`config.mk`:
```
export PLATFORM = sky130hd
export DESIGN_NAME = va_line_gen
export DESIGN_NICKNAME = d
export VERILOG_FILES = /design/src/rtl/va_pkg.sv /design/src/rtl/va_lane_coder.sv /design/src/rtl/va_chunk_xpose.sv /design/src/rtl/va_seq_ctrl.sv /design/src/rtl/va_line_gen.sv
export SDC_FILE = /design/constraint.sdc
export NUM_CORES = 1
export LEC_CHECK = 0
export ABC_AREA = 1
export BUFFER_PORTS_ARGS = -buffer_cell sky130_fd_sc_hd__clkbuf_2
export CORE_MARGIN = 2
export CORE_UTILIZATION = 55
export DETAILED_ROUTE_END_ITERATION = 7
export GPL_ROUTABILITY_DRIVEN = 0
export PLACE_DENSITY = 0.78
export SLEW_MARGIN = 20
export SYNTH_ARGS = -nofsm -noshare
export SYNTH_HDL_FRONTEND = slang
export SYNTH_HIERARCHICAL = 1
export SYNTH_SLANG_ARGS = --single-unit
```
`constraint.sdc`:
```
create_clock -name clk -period 2.19 [get_ports clk]
set_input_delay 0.3285 -clock clk [delete_from_list [all_inputs] [get_ports clk]]
set_output_delay 0.3285 -clock clk [all_outputs]
set_load 0.01 [all_outputs]
```
`src/rtl/va_pkg.sv`:
```
package va_pkg;
   localparam int CODE_W  = 8;
   localparam int CHUNK_W = $clog2(CODE_W);

   // Role code of one lane, selected by {~victim, aggressor}
   function automatic logic [CODE_W-1:0] role_code(input logic vic, input logic agg);
      logic [CODE_W-1:0] c;
      case ({~vic, agg})
         2'd0:    c = 8'hAA;
         2'd1:    c = 8'hC0;
         2'd2:    c = 8'hCC;
         default: c = 8'hF0;
      endcase
      return c;
   endfunction
endpackage

```
`src/rtl/va_lane_coder.sv`:
```
module va_lane_coder #(
   parameter int LANES = 32
) (
   input  logic [LANES-1:0]                    vic_i,
   input  logic [LANES-1:0]                    agg_i,
   output logic [LANES-1:0][va_pkg::CODE_W-1:0] code_o
);
   for (genvar b = 0; b < LANES; b++) begin : g_lane
      assign code_o[b] = va_pkg::role_code(vic_i[b], agg_i[b]);
   end
endmodule

```
`src/rtl/va_chunk_xpose.sv`:
```
module va_chunk_xpose #(
   parameter int LANES = 32,
   parameter int REPL  = 2
) (
   input  logic [LANES-1:0][va_pkg::CODE_W-1:0] code_i,
   input  logic [va_pkg::CHUNK_W-1:0]           chunk_i,
   output logic [LANES*REPL-1:0]                data_o
);
   logic [LANES-1:0] word;

   for (genvar b = 0; b < LANES; b++) begin : g_bit
      assign word[b] = code_i[b][chunk_i];
   end

   if (REPL == 1) begin : g_single
      assign data_o = word;
   end else begin : g_repl
      for (genvar r = 0; r < REPL; r++) begin : g_copy
         assign data_o[r*LANES +: LANES] = word;
      end
   end
endmodule

```
`src/rtl/va_seq_ctrl.sv`:
```
module va_seq_ctrl #(
   parameter int ADDR_W = 12,
   parameter int ROT_W  = 8
) (
   input  logic                       clk,
   input  logic                       rst_n,
   input  logic                       start_i,
   input  logic [ROT_W-1:0]           rot_cnt_i,
   input  logic [ADDR_W-1:0]          start_line_i,
   input  logic                       ready_i,
   output logic                       busy_o,
   output logic                       done_o,
   output logic [ADDR_W-1:0]          line_o,
   output logic [va_pkg::CHUNK_W-1:0] chunk_o,
   output logic                       capture_o,
   output logic                       rotate_o
);
   logic [ROT_W-1:0] left_q;
   logic             accept, last_chunk;

   assign accept     = busy_o & ready_i;
   assign last_chunk = &chunk_o;
   assign capture_o  = ~busy_o & start_i;
   assign rotate_o   = accept & last_chunk;

   always_ff @(posedge clk or negedge rst_n) begin
      if (!rst_n) begin
         busy_o  <= 1'b0;
         done_o  <= 1'b0;
         line_o  <= '0;
         chunk_o <= '0;
         left_q  <= '0;
      end else begin
         done_o <= 1'b0;
         if (capture_o) begin
            line_o  <= start_line_i;
            chunk_o <= '0;
            left_q  <= rot_cnt_i;
            if (rot_cnt_i == '0) done_o <= 1'b1;
            else                 busy_o <= 1'b1;
         end else if (accept) begin
            if (last_chunk) begin
               chunk_o <= '0;
               line_o  <= line_o + 1'b1;
               left_q  <= left_q - 1'b1;
               if (left_q == ROT_W'(1)) begin
                  busy_o <= 1'b0;
                  done_o <= 1'b1;
               end
            end else begin
               chunk_o <= chunk_o + 1'b1;
            end
         end
      end
   end
endmodule

```
`src/rtl/va_line_gen.sv`:
```
module va_line_gen #(
   parameter int LANES  = 32,
   parameter int REPL   = 2,
   parameter int ADDR_W = 12,
   parameter int ROT_W  = 8
) (
   input  logic                       clk,
   input  logic                       rst_n,
   input  logic                       start_i,
   input  logic [LANES-1:0]           agg_mask_i,
   input  logic [LANES-1:0]           vic_mask_i,
   input  logic [ROT_W-1:0]           rot_cnt_i,
   input  logic [ADDR_W-1:0]          start_line_i,
   output logic                       busy_o,
   output logic                       done_o,
   output logic                       wr_valid_o,
   input  logic                       wr_ready_i,
   output logic [ADDR_W-1:0]          wr_line_o,
   output logic [va_pkg::CHUNK_W-1:0] wr_chunk_o,
   output logic [LANES*REPL-1:0]      wr_data_o
);
   localparam int DATA_W = LANES * REPL;

   if (LANES < 2)  begin : g_bad_lanes $error("LANES must be at least 2"); end
   if (REPL < 1)   begin : g_bad_repl  $error("REPL must be at least 1"); end
   if (ADDR_W < 1) begin : g_bad_addr  $error("ADDR_W must be at least 1"); end
   if (ROT_W < 1)  begin : g_bad_rot   $error("ROT_W must be at least 1"); end

   logic [LANES-1:0]                    agg_q, vic_q;
   logic [LANES-1:0][va_pkg::CODE_W-1:0] codes;
   logic                                capture, rotate;

   va_seq_ctrl #(.ADDR_W(ADDR_W), .ROT_W(ROT_W)) u_ctrl (
      .clk         (clk),
      .rst_n       (rst_n),
      .start_i     (start_i),
      .rot_cnt_i   (rot_cnt_i),
      .start_line_i(start_line_i),
      .ready_i     (wr_ready_i),
      .busy_o      (busy_o),
      .done_o      (done_o),
      .line_o      (wr_line_o),
      .chunk_o     (wr_chunk_o),
      .capture_o   (capture),
      .rotate_o    (rotate)
   );

   always_ff @(posedge clk or negedge rst_n) begin
      if (!rst_n) begin
         agg_q <= '0;
         vic_q <= '0;
      end else if (capture) begin
         agg_q <= agg_mask_i;
         vic_q <= vic_mask_i;
      end else if (rotate) begin
         agg_q <= {agg_q[LANES-2:0], agg_q[LANES-1]};
         vic_q <= {vic_q[LANES-2:0], vic_q[LANES-1]};
      end
   end

   va_lane_coder #(.LANES(LANES)) u_coder (
      .vic_i (vic_q),
      .agg_i (agg_q),
      .code_o(codes)
   );

   va_chunk_xpose #(.LANES(LANES), .REPL(REPL)) u_xpose (
      .code_i (codes),
      .chunk_i(wr_chunk_o),
      .data_o (wr_data_o)
   );

   assign wr_valid_o = busy_o;

   logic [DATA_W-1:0] unused_width_ref;
   assign unused_width_ref = wr_data_o;
endmodule

```
==> metrics.json, run 1 <==
{
  "outcome": "finished, violations left",
  "violations_in_the_final_reports": "negative setup slack",
  "fraction_of_synthesized_area_in_multiplexers_pct": 0,
  "remaining_overflow_grt": 0,
  "multi_input_area_um2": 6490,
  "finish.cell_count_without_fillers": 2230,
  "share_of_final_layout_standard_cells_stronger_than_drive_strength_1_pct": 20.4,
  "design_area_um2": 12700,
  "post_synth.cell_area_avg_um2": 6.15,
  "clk_pin_slew_ps": 80,
  "globalRouteTotalUtil_pct": 26.1,
  "avg_vias_per_cell": 4.89,
  "rsz_0062_raised_after_global_routing": "true",
  "drc": 0,
  "dpl-instance-area_um2": 11500,
  "synth.yosys.warnings": 6,
  "flow.area_growth_from_synthesis_pct": 15.2,
  "synth_simple_gate_area_share_pct": 37.1,
  "synthesis.area_um2": 11100,
  "drv.max_cap_violation_count": 0,
  "syn_inst": 1798,
  "layout.area.seq_um2": 2270,
  "synth_compound_gate_area_share_pct": 1.46,
  "hold_start": "start_line_i[6]",
  "power_density_nw_per_um2": 1460,
  "grt_pass1_vias": 9637,
  "worstSetupEndpointType": "output port",
  "die_area_um2": 21300,
  "detailedRoute.firstIterationViolations": 762,
  "placed_cells": 2146,
  "timing.final.max_slew_violations": 0,
  "wirelength_um": 30400,
  "core.rowCount": 51,
  "synth_async_reset_ratio_pct": 100,
  "die_width_um": 146,
  "vias": 10900,
  "worst-endpoint-required_ps": 1860,
  "pre_cts_ws_ps": 332,
  "first_pass_iters": 5,
  "timing.critical_path.fanout_max": 20,
  "clock_insertion_delay_worst_skew_ps": 370,
  "grt_max_degree": 65,
  "cts_sinks": 89,
  "tritoncts": "built",
  "fmax_mhz": 456,
  "worst_slew_margin_rel_pct": 65.5,
  "worst_hold_path.endpoint": "u_ctrl/line_o[6]",
  "synth_seq_area_share_pct": 20.1,
  "r2r-start": "u_ctrl/chunk_o[0]",
  "post_synth_cell_types": 30,
  "layout_worst_path_cycle_share_pct": 100,
  "floorplan.io_pins": 170,
  "total_power_uw": 18600,
  "finalSetupViolCount": 2,
  "finalClockSkew_ps": 13.3,
  "initial_core_util_pct": 56.5,
  "grt_first_pass_wirelength_um": 46100,
  "hold_path.class": "in2reg",
  "critical_path.reg2reg.endpoint": "vic_q[7]",
  "r2r_setup_slack_ps": 160,
  "ys_ff_latch": 89,
  "largest_family_of_logic_cells_by_synthesized_area": "simple AND/OR/NAND/NOR gates",
  "synth_xor_xnor_area_share_pct": 0.238,
  "dp_hpwl_um": 19200,
  "cts_max_path_buffers": 2,
  "power.leakage_uw": 0.00760,
  "min_period_ps": 2190,
  "cts_root_buffer": "clkbuf_16",
  "timing_hold_violations_final": 0,
  "postRouteAntennaNets": 0,
  "ff2ff_path_depth": 7,
  "route.detailed.wl_per_inst_um": 13.7,
  "synth-edff-count": 0,
  "worstSetupPathType": "reg2out",
  "startpoint_type": "flip-flop",
  "antennaDiodeCount": 0,
  "max_h_tree_level": 3,
  "min_path_cells": 3,
  "setup_tns_ps": -4.04,
  "setup_ws_ps": -2.22,
  "die_y_um": 146,
  "core_area_um2": 19600,
  "cts_inserted_buffers": 9,
  "timing.critical_path.arrival_ps": 1860,
  "timing_worst_slew_pin_value_ps": 517,
  "worst_ir_drop_vdd_mv": 0.846,
  "fillers": 1747,
  "num-nets-final": 2192,
  "ys.flop_type": "dfrtp_1",
  "grt_antenna_before_repair": 0,
  "io_buffer_count": 169,
  "synth_adder_area_share_pct": 16.3
}
-- layout make-up --
type / instances / area share [%]
multi-input cells: 1212 / 50.9
well taps: 265 / 2.60
clock inverters: 6 / 0.628
flip-flops and latches: 89 / 17.8
clock buffers: 10 / 1.87
repair buffers: 264 / 14.7
inverters: 384 / 11.4
-- how the worst max path moves through the flow --
stage	startpoint	to	cells past startpoint
global placement	vic_q[0]	wr_data_o[32]	10
CTS	vic_q[16]	wr_data_o[48]	10
floorplan	u_ctrl/chunk_o[0]	vic_q[10]	9
global route	u_ctrl/chunk_o[0]	wr_data_o[55]	8
finish	u_ctrl/chunk_o[0]	wr_data_o[55]	8
detailed placement	u_ctrl/chunk_o[0]	wr_data_o[6]	7
-- synth_stat cells, types with 2 or more instances --
| library cell | count | area [um^2] |
|---|---|---|
| nand2_1 | 614 | 2300 |
| inv_1 | 380 | 1430 |
| nand3_1 | 283 | 1420 |
| ha_1 | 144 | 1800 |
| buf_4 | 108 | 811 |
| dfrtp_1 | 89 | 2230 |
| nor2_1 | 43 | 161 |
| buf_2 | 31 | 155 |
| buf_6 | 25 | 282 |
| or2_1 | 21 | 131 |
| o21ai_0 | 12 | 60.1 |
| clkbuf_1 | 6 | 22.5 |
| buf_1 | 5 | 18.8 |
| nor3_1 | 5 | 25.0 |
| a21oi_1 | 4 | 20.0 |
| inv_2 | 4 | 15.0 |
| o211ai_1 | 3 | 22.5 |
| o21bai_1 | 3 | 22.5 |
| a22oi_1 | 2 | 15.0 |
| conb_1 | 2 | 7.51 |
| nand2_4 | 2 | 22.5 |
| nand4_1 | 2 | 12.5 |
| o22ai_1 | 2 | 12.5 |
| xor2_1 | 2 | 17.5 |
-- kinds of logic after synthesis --
group           after synthesis
compound gates               27
xor+xnor                      3
fa+ha+maj                   144
buf+inv                     559
flops                        89
other cells                   2
simple gates                974
-- per-stage QoR --
stage	hold WS, ps	utilization, %
floorplan	32.9	-
global placement	329	58.6
detailed placement	334	58.6
CTS	173	60.9
global route	199	65.1
finish	172	65.1
-- cell usage in the layout, fill, tap and decap left out, drive strengths merged, types with 2 or more instances in the layout --
cell | Yosys | layout
buf | 169 | 103
nand2 | 616 | 616
nor2 | 45 | 45
a22oi | 2 | 2
or2 | 22 | 22
inv | 384 | 387
xor2 | 2 | 2
o211ai | 3 | 3
clkbuf | 6 | 170
conb | 2 | 64
o22ai | 2 | 2
o21bai | 3 | 3
a21oi | 4 | 4
nor3 | 5 | 5
nand3 | 284 | 284
o21ai | 12 | 12
dfrtp | 89 | 89
ha | 144 | 144
nand4 | 2 | 2
-- worst max-delay path, cell delays in order, from the launching register on --
cell and delay [ps]:
dfrtp_4 540, clkinv_8 150, buf_16 190, nand2_1 80, nand3_1 100, nand2_1 120, nand2_1 70, nand2_2 120
buf_6 110
-- per-layer routing --
layer,track usage (%),wire (um)
met1,33.6,12800
met2,45.0,14700
met3,3.48,2160
met4,9.26,730
met5,0,0
-- sequential cells by signal (all words and copies together) (netlist names) --
register / cells
u_ctrl/line_o: 12
u_ctrl/done_o: 1
vic_q: 32
u_ctrl/chunk_o: 3
u_ctrl/busy_o: 1
u_ctrl/left_q: 8
agg_q: 32
-- power by group --
group	total, uW	internal (uW)	switching, uW
Combinational	13200	5550	7690
Sequential	3610	2480	1130
Clock	1740	946	790
-- timing repair --
item,CTS,global route
hold endpoints to repair,32,0
cloned,2,6
endpoints found under the setup margin,32,64
pin swaps,0,18
gates resized for setup,7,138
hold buffers,1,0
buffers inserted,5,54
Note: power is estimated with default switching activity, not from simulation.
==> run 2: changes to the inputs <==
--- a/config.mk
+++ b/config.mk
@@ -8,10 +8,10 @@
 export ABC_AREA = 1
 export BUFFER_PORTS_ARGS = -buffer_cell sky130_fd_sc_hd__clkbuf_2
 export CORE_MARGIN = 2
-export CORE_UTILIZATION = 55
+export CORE_UTILIZATION = 56
 export DETAILED_ROUTE_END_ITERATION = 7
 export GPL_ROUTABILITY_DRIVEN = 0
-export PLACE_DENSITY = 0.78
+export PLACE_DENSITY = 0.79
 export SLEW_MARGIN = 20
 export SYNTH_ARGS = -nofsm -noshare
 export SYNTH_HDL_FRONTEND = slang
==> metrics.json, run 2 (synthesis gave the netlist of run 1 again) <==
{
  "outcome": {"value": "complete, no violations", "change": "was finished, violations left"},
  "worstSetupEndpointType": {"value": "output port", "change": "unchanged"},
  "layout_worst_path_cycle_share": {"value": 98.0, "unit": "%", "change": "was 100%"},
  "cts_root_buffer": {"value": "clkbuf_16", "change": "unchanged"},
  "timing_hold_violations_final": {"value": 0, "change": "unchanged"},
  "grt_max_degree": {"value": 83, "change": "was 65"},
  "initial_core_util": {"value": 57.0, "unit": "%", "change": "was 56.5%"},
  "fillers": {"value": 1804, "change": "was 1747"},
  "total_power": {"value": 17600, "unit": "uW", "change": "was 18600 uW"},
  "vias": {"value": 10700, "change": "was 10900"},
  "die_width": {"value": 145, "unit": "um", "change": "was 146 um"},
  "clock_insertion_delay_worst_skew": {"value": 350, "unit": "ps", "change": "was 370 ps"},
  "layout.area.seq": {"value": 2270, "unit": "um^2", "change": "about the same"},
  "finalSetupViolCount": {"value": 0, "change": "was 2"},
  "drv.max_cap_violation_count": {"value": 0, "change": "unchanged"},
  "wirelength": {"value": 27900, "unit": "um", "change": "was 30400 um"},
  "tritoncts": {"value": "built", "change": "unchanged"},
  "leading_cell_type_in_the_layout_fill_and_taps_excluded": {"value": "nand2_1", "change": "unchanged"},
  "first_pass_iters": {"value": 5, "change": "unchanged"},
  "min_period": {"value": 2150, "unit": "ps", "change": "was 2190 ps"},
  "layout.cells.most_common_list": {"value": "nand2_1 (602), inv_1 (351), nand3_1 (283), clkbuf_2 (156), ha_1 (130)", "change": "was nand2_1 (589), inv_1 (343), nand3_1 (280), clkbuf_2 (154), ha_1 (129)"},
  "cts_max_path_buffers": {"value": 2, "change": "unchanged"},
  "startpoint_type": {"value": "flip-flop", "change": "unchanged"},
  "fmax": {"value": 466, "unit": "MHz", "change": "was 456 MHz"},
  "power_density": {"value": 1420, "unit": "nW/um^2", "change": "was 1460 nW/um^2"},
  "timing.critical_path.fanout_max": {"value": 4, "change": "was 20"},
  "hold_path.class": {"value": "in2reg", "change": "unchanged"},
  "cts_sinks": {"value": 89, "change": "unchanged"},
  "globalRouteTotalUtil": {"value": 25.6, "unit": "%", "change": "was 26.1%"},
  "core_area": {"value": 19400, "unit": "um^2", "change": "was 19600 um^2"},
  "fin_hold_ws": {"value": 194, "unit": "ps", "change": "was 172 ps"},
  "finalClockSkew": {"value": 11.0, "unit": "ps", "change": "was 13.3 ps"},
  "power.leakage": {"value": 0.00740, "unit": "uW", "change": "was 0.00760 uW"},
  "share_of_final_layout_standard_cells_stronger_than_drive_strength_1": {"value": 18.1, "unit": "%", "change": "was 20.4%"},
  "timing.critical_path.slowest_stage_cell": {"value": "dfrtp_1", "change": "was dfrtp_4"},
  "cts_inserted_buffers": {"value": 9, "change": "unchanged"},
  "reg_top3": {"value": "agg_q x32, vic_q x32, u_ctrl/line_o x12", "change": "unchanged"},
  "floorplan.io_pins": {"value": 170, "change": "unchanged"},
  "rsz_0062_raised_after_global_routing": {"value": "true", "change": "unchanged"},
  "timing.final.max_slew_violations": {"value": 0, "change": "unchanged"},
  "flow.area_growth_from_synthesis": {"value": 11.9, "unit": "%", "change": "was 15.2%"},
  "avg_vias_per_cell": {"value": 4.85, "change": "was 4.89"},
  "timing.critical_path.arrival": {"value": 1820, "unit": "ps", "change": "was 1860 ps"},
  "grt_antenna_before_repair": {"value": 0, "change": "unchanged"},
  "cpMostUsedCell": {"value": "nand2_1", "change": "unchanged"},
  "multi_input_area": {"value": 6420, "unit": "um^2", "change": "was 6490 um^2"},
  "core.rowCount": {"value": 51, "change": "unchanged"},
  "dp_hpwl": {"value": 18300, "unit": "um", "change": "was 19200 um"},
  "grt_first_pass_wirelength": {"value": 43400, "unit": "um", "change": "was 46100 um"},
  "cpPeakStageDelay": {"value": 430, "unit": "ps", "change": "was 540 ps"},
  "die_area": {"value": 20900, "unit": "um^2", "change": "was 21300 um^2"},
  "detailedRoute.firstIterationViolations": {"value": 727, "change": "was 762"},
  "remaining_overflow_grt": {"value": 0, "change": "unchanged"},
  "die_y": {"value": 145, "unit": "um", "change": "was 146 um"},
  "worst_ir_drop_vdd": {"value": 0.686, "unit": "mV", "change": "was 0.846 mV"},
  "design_area": {"value": 12400, "unit": "um^2", "change": "was 12700 um^2"},
  "antennaDiodeCount": {"value": 0, "change": "unchanged"},
  "num-nets-final": {"value": 2165, "change": "was 2192"},
  "postRouteAntennaNets": {"value": 0, "change": "unchanged"},
  "drc": {"value": 0, "change": "unchanged"},
  "worst-endpoint-required": {"value": 1860, "unit": "ps", "change": "about the same"},
  "io_buffer_count": {"value": 169, "change": "unchanged"},
  "route.detailed.wl_per_inst": {"value": 12.7, "unit": "um", "change": "was 13.7 um"},
  "grt_pass1_vias": {"value": 9348, "change": "was 9637"},
  "clk_pin_slew": {"value": 70, "unit": "ps", "change": "was 80 ps"},
  "worstSetupPathType": {"value": "reg2out", "change": "unchanged"},
  "dpl-instance-area": {"value": 11500, "unit": "um^2", "change": "about the same"},
  "max_h_tree_level": {"value": 3, "change": "unchanged"},
  "path_cells": {"value": "inv_2 -> ha_2 -> or2_1 -> inv_1 -> nand2_1 -> nand3_1 -> nand2_1 -> nand2_1 -> nand2_2 -> buf_6", "change": "was clkinv_8 -> buf_16 -> nand2_1 -> nand3_1 -> nand2_1 -> nand2_1 -> nand2_2 -> buf_6"}
}
[run 2: where the power goes]
part / total, uW / internal [uW] / switching, uW
Combinational: 12400 / 5140 / 7290
Clock: 1550 / 795 / 759
Sequential: 3570 / 2480 / 1090
Total: 17600 / 8420 / 9130
[run 2: path summary, 6_finish.rpt]
check	start	slack (ps)	endpoint	cells after the start
max in group asynchronous	rst_n	1020	vic_q[24]	3
min in group asynchronous	rst_n	450	u_ctrl/left_q[2]	2
hold / removal	agg_mask_i[31]	190	agg_q[31]	3
setup reg to reg	u_ctrl/chunk_o[0]	110	u_ctrl/left_q[5]	8
hold reg to reg	u_ctrl/left_q[3]	540	u_ctrl/left_q[3]	2
setup / recovery	vic_q[3]	40	wr_data_o[35]	10
[run 2: routing by layer]
layer / routed length, um / global-route usage (%) / vias to the layer above
li1: - / - / 5449
met1: 12100 / 32.9 / 4852
met2: 13500 / 45.1 / 346
met3: 1790 / 3.81 / 38
met4: 454 / 6.29 / 0
met5: 0 / 0 / -
[run 2: through the flow]
step / util (%) / setup WS [ps] / setup TNS, ps / cells
3_5_place_dp: 59.2 / 163 / 0 / 2142
3_3_place_gp: 59.2 / 252 / 0 / 2142
5_1_grt: 63.8 / -31.4 / -322 / 2203
6_report: 63.8 / 43.4 / 0 / 2203
2_1_floorplan: - / 453 / 0 / 1860
4_1_cts: 61.0 / 3.48 / 0 / 2161
[run 2: final cells by class]
class                      instances  area share (%)
timing repair buffer             237            13.0
clock buffer                       9            1.82
sequential                        89            18.4
inverter                         384            11.7
tap                              265            2.68
clock inverter                     7           0.506
multi-input combinational       1212            51.9
[run 2: what timing repair did]
item / in CTS / in global routing
hold buffers: 1 / 0
endpoints found under the setup margin: 6 / 64
gates resized for setup: 3 / 114
endpoints found under the hold margin: 29 / 0
gates cloned: 1 / 3
pin swaps: 0 / 9
setup buffers: 1 / 39
[run 2: worst max-delay path, delay by kind of cell, from the launching register on]
kind / cells / cell delay, ps
buf+inv: 3 / 290
simple gates: 6 / 580
flops: 1 / 430
fa+ha+maj: 1 / 190
==> run 3: changes to the inputs <==
--- a/config.mk
+++ b/config.mk
@@ -7,6 +7,7 @@
 export LEC_CHECK = 0
 export ABC_AREA = 1
 export BUFFER_PORTS_ARGS = -buffer_cell sky130_fd_sc_hd__clkbuf_2
+export CORE_ASPECT_RATIO = 0.8
 export CORE_MARGIN = 2
 export CORE_UTILIZATION = 56
 export DETAILED_ROUTE_END_ITERATION = 7
==> metrics.json, run 3 (synthesis gave the netlist of run 1 again) <==
{
  "min_period": {"value": 2200, "unit": "ps", "change": "was 2150 ps"},
  "startpoint_type": {"value": "flip-flop", "change": "unchanged"},
  "grt_first_pass_wirelength": {"value": 45100, "unit": "um", "change": "was 43400 um"},
  "die_area": {"value": 20900, "unit": "um^2", "change": "about the same"},
  "clk_pin_slew": {"value": 70, "unit": "ps", "change": "about the same"},
  "power.leakage": {"value": 0.00754, "unit": "uW", "change": "was 0.00740 uW"},
  "dp_hpwl": {"value": 19600, "unit": "um", "change": "was 18300 um"},
  "first_pass_iters": {"value": 5, "change": "unchanged"},
  "postRouteAntennaNets": {"value": 0, "change": "unchanged"},
  "vias": {"value": 11100, "change": "was 10700"},
  "core.rowCount": {"value": 45, "change": "was 51"},
  "reg_top3": {"value": "agg_q x32, vic_q x32, u_ctrl/line_o x12", "change": "unchanged"},
  "finalSetupViolCount": {"value": 2, "change": "was 0"},
  "final_util": {"value": 66.0, "unit": "%", "change": "was 63.8%"},
  "hold_path.class": {"value": "in2reg", "change": "unchanged"},
  "core_area": {"value": 19100, "unit": "um^2", "change": "was 19400 um^2"},
  "power_density": {"value": 1450, "unit": "nW/um^2", "change": "was 1420 nW/um^2"},
  "pre_cts_ws": {"value": 340, "unit": "ps", "change": "was 163 ps"},
  "share_of_final_layout_standard_cells_stronger_than_drive_strength_1": {"value": 18.9, "unit": "%", "change": "was 18.1%"},
  "fillers": {"value": 1715, "change": "was 1804"},
  "rsz_0062_raised_after_global_routing": {"value": "true", "change": "unchanged"},
  "finish.cell_count_without_fillers": {"value": 2217, "change": "was 2203"},
  "r2r-start": {"value": "u_ctrl/chunk_o[0]", "change": "unchanged"},
  "max_h_tree_level": {"value": 3, "change": "unchanged"},
  "timing.final.max_slew_violations": {"value": 0, "change": "unchanged"},
  "die_width": {"value": 161, "unit": "um", "change": "was 145 um"},
  "fin_hold_ws": {"value": 186, "unit": "ps", "change": "was 194 ps"},
  "grt_pass1_vias": {"value": 9373, "change": "was 9348"},
  "hold_start": {"value": "agg_mask_i[28]", "change": "was agg_mask_i[31]"},
  "drv.max_cap_violation_count": {"value": 0, "change": "unchanged"},
  "outcome": {"value": "finished, violations left", "change": "was complete, no violations"},
  "cts_sinks": {"value": 89, "change": "unchanged"},
  "worst_hold_path.endpoint": {"value": "agg_q[28]", "change": "was agg_q[31]"},
  "min_path_cells": {"value": 3, "change": "unchanged"},
  "cts_inserted_buffers": {"value": 9, "change": "unchanged"},
  "initial_core_util": {"value": 57.8, "unit": "%", "change": "was 57.0%"},
  "worst-endpoint-required": {"value": 1860, "unit": "ps", "change": "about the same"},
  "cp_num_cells": {"value": 10, "change": "unchanged"},
  "flow.area_growth_from_synthesis": {"value": 14.2, "unit": "%", "change": "was 11.9%"},
  "worstPathBufferInverterCount": {"value": 3, "change": "unchanged"},
  "layout_worst_path_cycle_share": {"value": 101, "unit": "%", "change": "was 98.0%"},
  "fmax": {"value": 454, "unit": "MHz", "change": "was 466 MHz"},
  "cpMostUsedCell": {"value": "nand2_1", "change": "unchanged"},
  "setup_ws": {"value": -12.2, "unit": "ps", "change": "was 43.4 ps"},
  "globalRouteTotalUtil": {"value": 26.5, "unit": "%", "change": "was 25.6%"},
  "num-nets-final": {"value": 2185, "change": "was 2165"},
  "grt_max_degree": {"value": 98, "change": "was 83"},
  "leading_cell_type_in_the_layout_fill_and_taps_excluded": {"value": "nand2_1", "change": "unchanged"},
  "tritoncts": {"value": "built", "change": "unchanged"},
  "finalClockSkew": {"value": 8.56, "unit": "ps", "change": "was 11.0 ps"},
  "path_cells": {"value": "inv_2 -> ha_4 -> or2_1 -> inv_1 -> nand2_1 -> nand3_2 -> nand2_1 -> nand2_1 -> nand2_2 -> buf_6", "change": "was inv_2 -> ha_2 -> or2_1 -> inv_1 -> nand2_1 -> nand3_1 -> nand2_1 -> nand2_1 -> nand2_2 -> buf_6"},
  "ff2ff_path_depth": {"value": 7, "change": "was 8"},
  "wirelength": {"value": 30800, "unit": "um", "change": "was 27900 um"},
  "cts_max_path_buffers": {"value": 2, "change": "unchanged"},
  "detailedRoute.firstIterationViolations": {"value": 1045, "change": "was 727"},
  "grt_antenna_before_repair": {"value": 1, "change": "was 0"},
  "path_delay_family": {"value": "simple AND/OR/NAND/NOR gates", "change": "unchanged"},
  "total_power": {"value": 18300, "unit": "uW", "change": "was 17600 uW"},
  "timing_hold_violations_final": {"value": 0, "change": "unchanged"},
  "clock_insertion_delay_worst_skew": {"value": 360, "unit": "ps", "change": "was 350 ps"},
  "io_buffer_count": {"value": 169, "change": "unchanged"},
  "layout.cells.most_common_list": {"value": "nand2_1 (602), inv_1 (353), nand3_1 (282), clkbuf_2 (156), ha_1 (133)", "change": "was nand2_1 (602), inv_1 (351), nand3_1 (283), clkbuf_2 (156), ha_1 (130)"},
  "worst_ir_drop_vdd": {"value": 0.797, "unit": "mV", "change": "was 0.686 mV"},
  "floorplan.io_pins": {"value": 170, "change": "unchanged"},
  "cpPeakStageDelay": {"value": 440, "unit": "ps", "change": "was 430 ps"},
  "timing.critical_path.slowest_stage_cell": {"value": "dfrtp_1", "change": "unchanged"},
  "route.detailed.wl_per_inst": {"value": 13.9, "unit": "um", "change": "was 12.7 um"},
  "avg_vias_per_cell": {"value": 5.00, "change": "was 4.85"},
  "worstSetupEndpointType": {"value": "output port", "change": "unchanged"},
  "placed_cells": {"value": 2142, "change": "unchanged"},
  "worstSetupPathType": {"value": "reg2out", "change": "unchanged"},
  "r2r_setup_slack": {"value": 130, "unit": "ps", "change": "was 110 ps"},
  "remaining_overflow_grt": {"value": 0, "change": "unchanged"},
  "violations_in_the_final_reports": "negative setup slack",
  "timing.critical_path.fanout_max": {"value": 4, "change": "unchanged"},
  "cts_root_buffer": {"value": "clkbuf_16", "change": "unchanged"},
  "die_y": {"value": 130, "unit": "um", "change": "was 145 um"},
  "critical_path.reg2reg.endpoint": {"value": "vic_q[0]", "change": "was u_ctrl/left_q[5]"},
  "drc": {"value": 0, "change": "unchanged"},
  "timing.critical_path.arrival": {"value": 1870, "unit": "ps", "change": "was 1820 ps"}
}
run 3: cell count changes in the layout (fill, tap and decap cells not counted), moves of 2 or more:
cell and delta:
dfrtp_2 +5, inv_1 +2, clkbuf_16 +3, buf_12 +2, inv_4 -2, clkbuf_8 +4
ha_2 -4, buf_4 +13, clkinv_4 -3, dfrtp_1 -5, ha_1 +3, inv_8 -2
run 3: timing repair:
item / 4_1_cts / 5_1_grt
gates resized for setup: 5 / 115
pin swaps: 0 / 9
setup endpoints to repair: 28 / 64
endpoints found under the hold margin: 17 / 0
setup buffers: 6 / 42
gates cloned: 1 / 8
hold buffers: 1 / 0
run 3: cell type report:
type	instances	area [um^2]	share of cell area [%]
multi-input combinational	1212	6420	50.9
sequential	89	2280	18.0
timing repair buffer	256	1840	14.5
inverter	384	1450	11.5
tap	258	323	2.56
clock buffer	13	280	2.22
clock inverter	3	21.3	0.168
timing repair inverter	1	8.76	0.0694
antenna	1	2.50	0.0198
run 3: tightest hold or removal path: cells and delay by family:
family                 cells  cell delay, ps
AND/OR/NAND/NOR            2             100
buffers and inverters      1              70
run 3: how the worst max path moves through the flow:
| stage | from | endpoint | slack [ps] |
|---|---|---|---|
| 2_1_floorplan | u_ctrl/chunk_o[0] | vic_q[10] | 450 |
| 3_3_place_gp | u_ctrl/chunk_o[0] | wr_data_o[13] | 370 |
| 3_5_place_dp | u_ctrl/chunk_o[0] | wr_data_o[61] | 340 |
| 4_1_cts | vic_q[0] | wr_data_o[32] | 0.6 |
| 5_1_grt | vic_q[11] | wr_data_o[11] | -100 |
| 6_report | vic_q[26] | wr_data_o[58] | -10 |
run 3: per-layer routing:
layer,part of all wire [%],vias up,wire length (um),track usage [%]
met4,2.8,0,856,8.04
met1,43,5002,13300,35.4
met3,8.1,67,2510,4.13
li1,-,5489,-,-
met2,46,532,14200,44.9
met5,0,-,0,0
run 3: power by group:
group / internal, uW / total [uW] / switching [uW]
combinational: 5410 / 13100 / 7690
sequential: 2490 / 3570 / 1080
clock: 898 / 1610 / 712
total: 8800 / 18300 / 9480
run 3: metrics by stage:
stage	TNS, ps	instance area, um^2
after global placement	0	11500
final	-24.4	12600
after global routing	-544	12600
after detailed placement	0	11500
after CTS	0	11900
after floorplan	0	11300
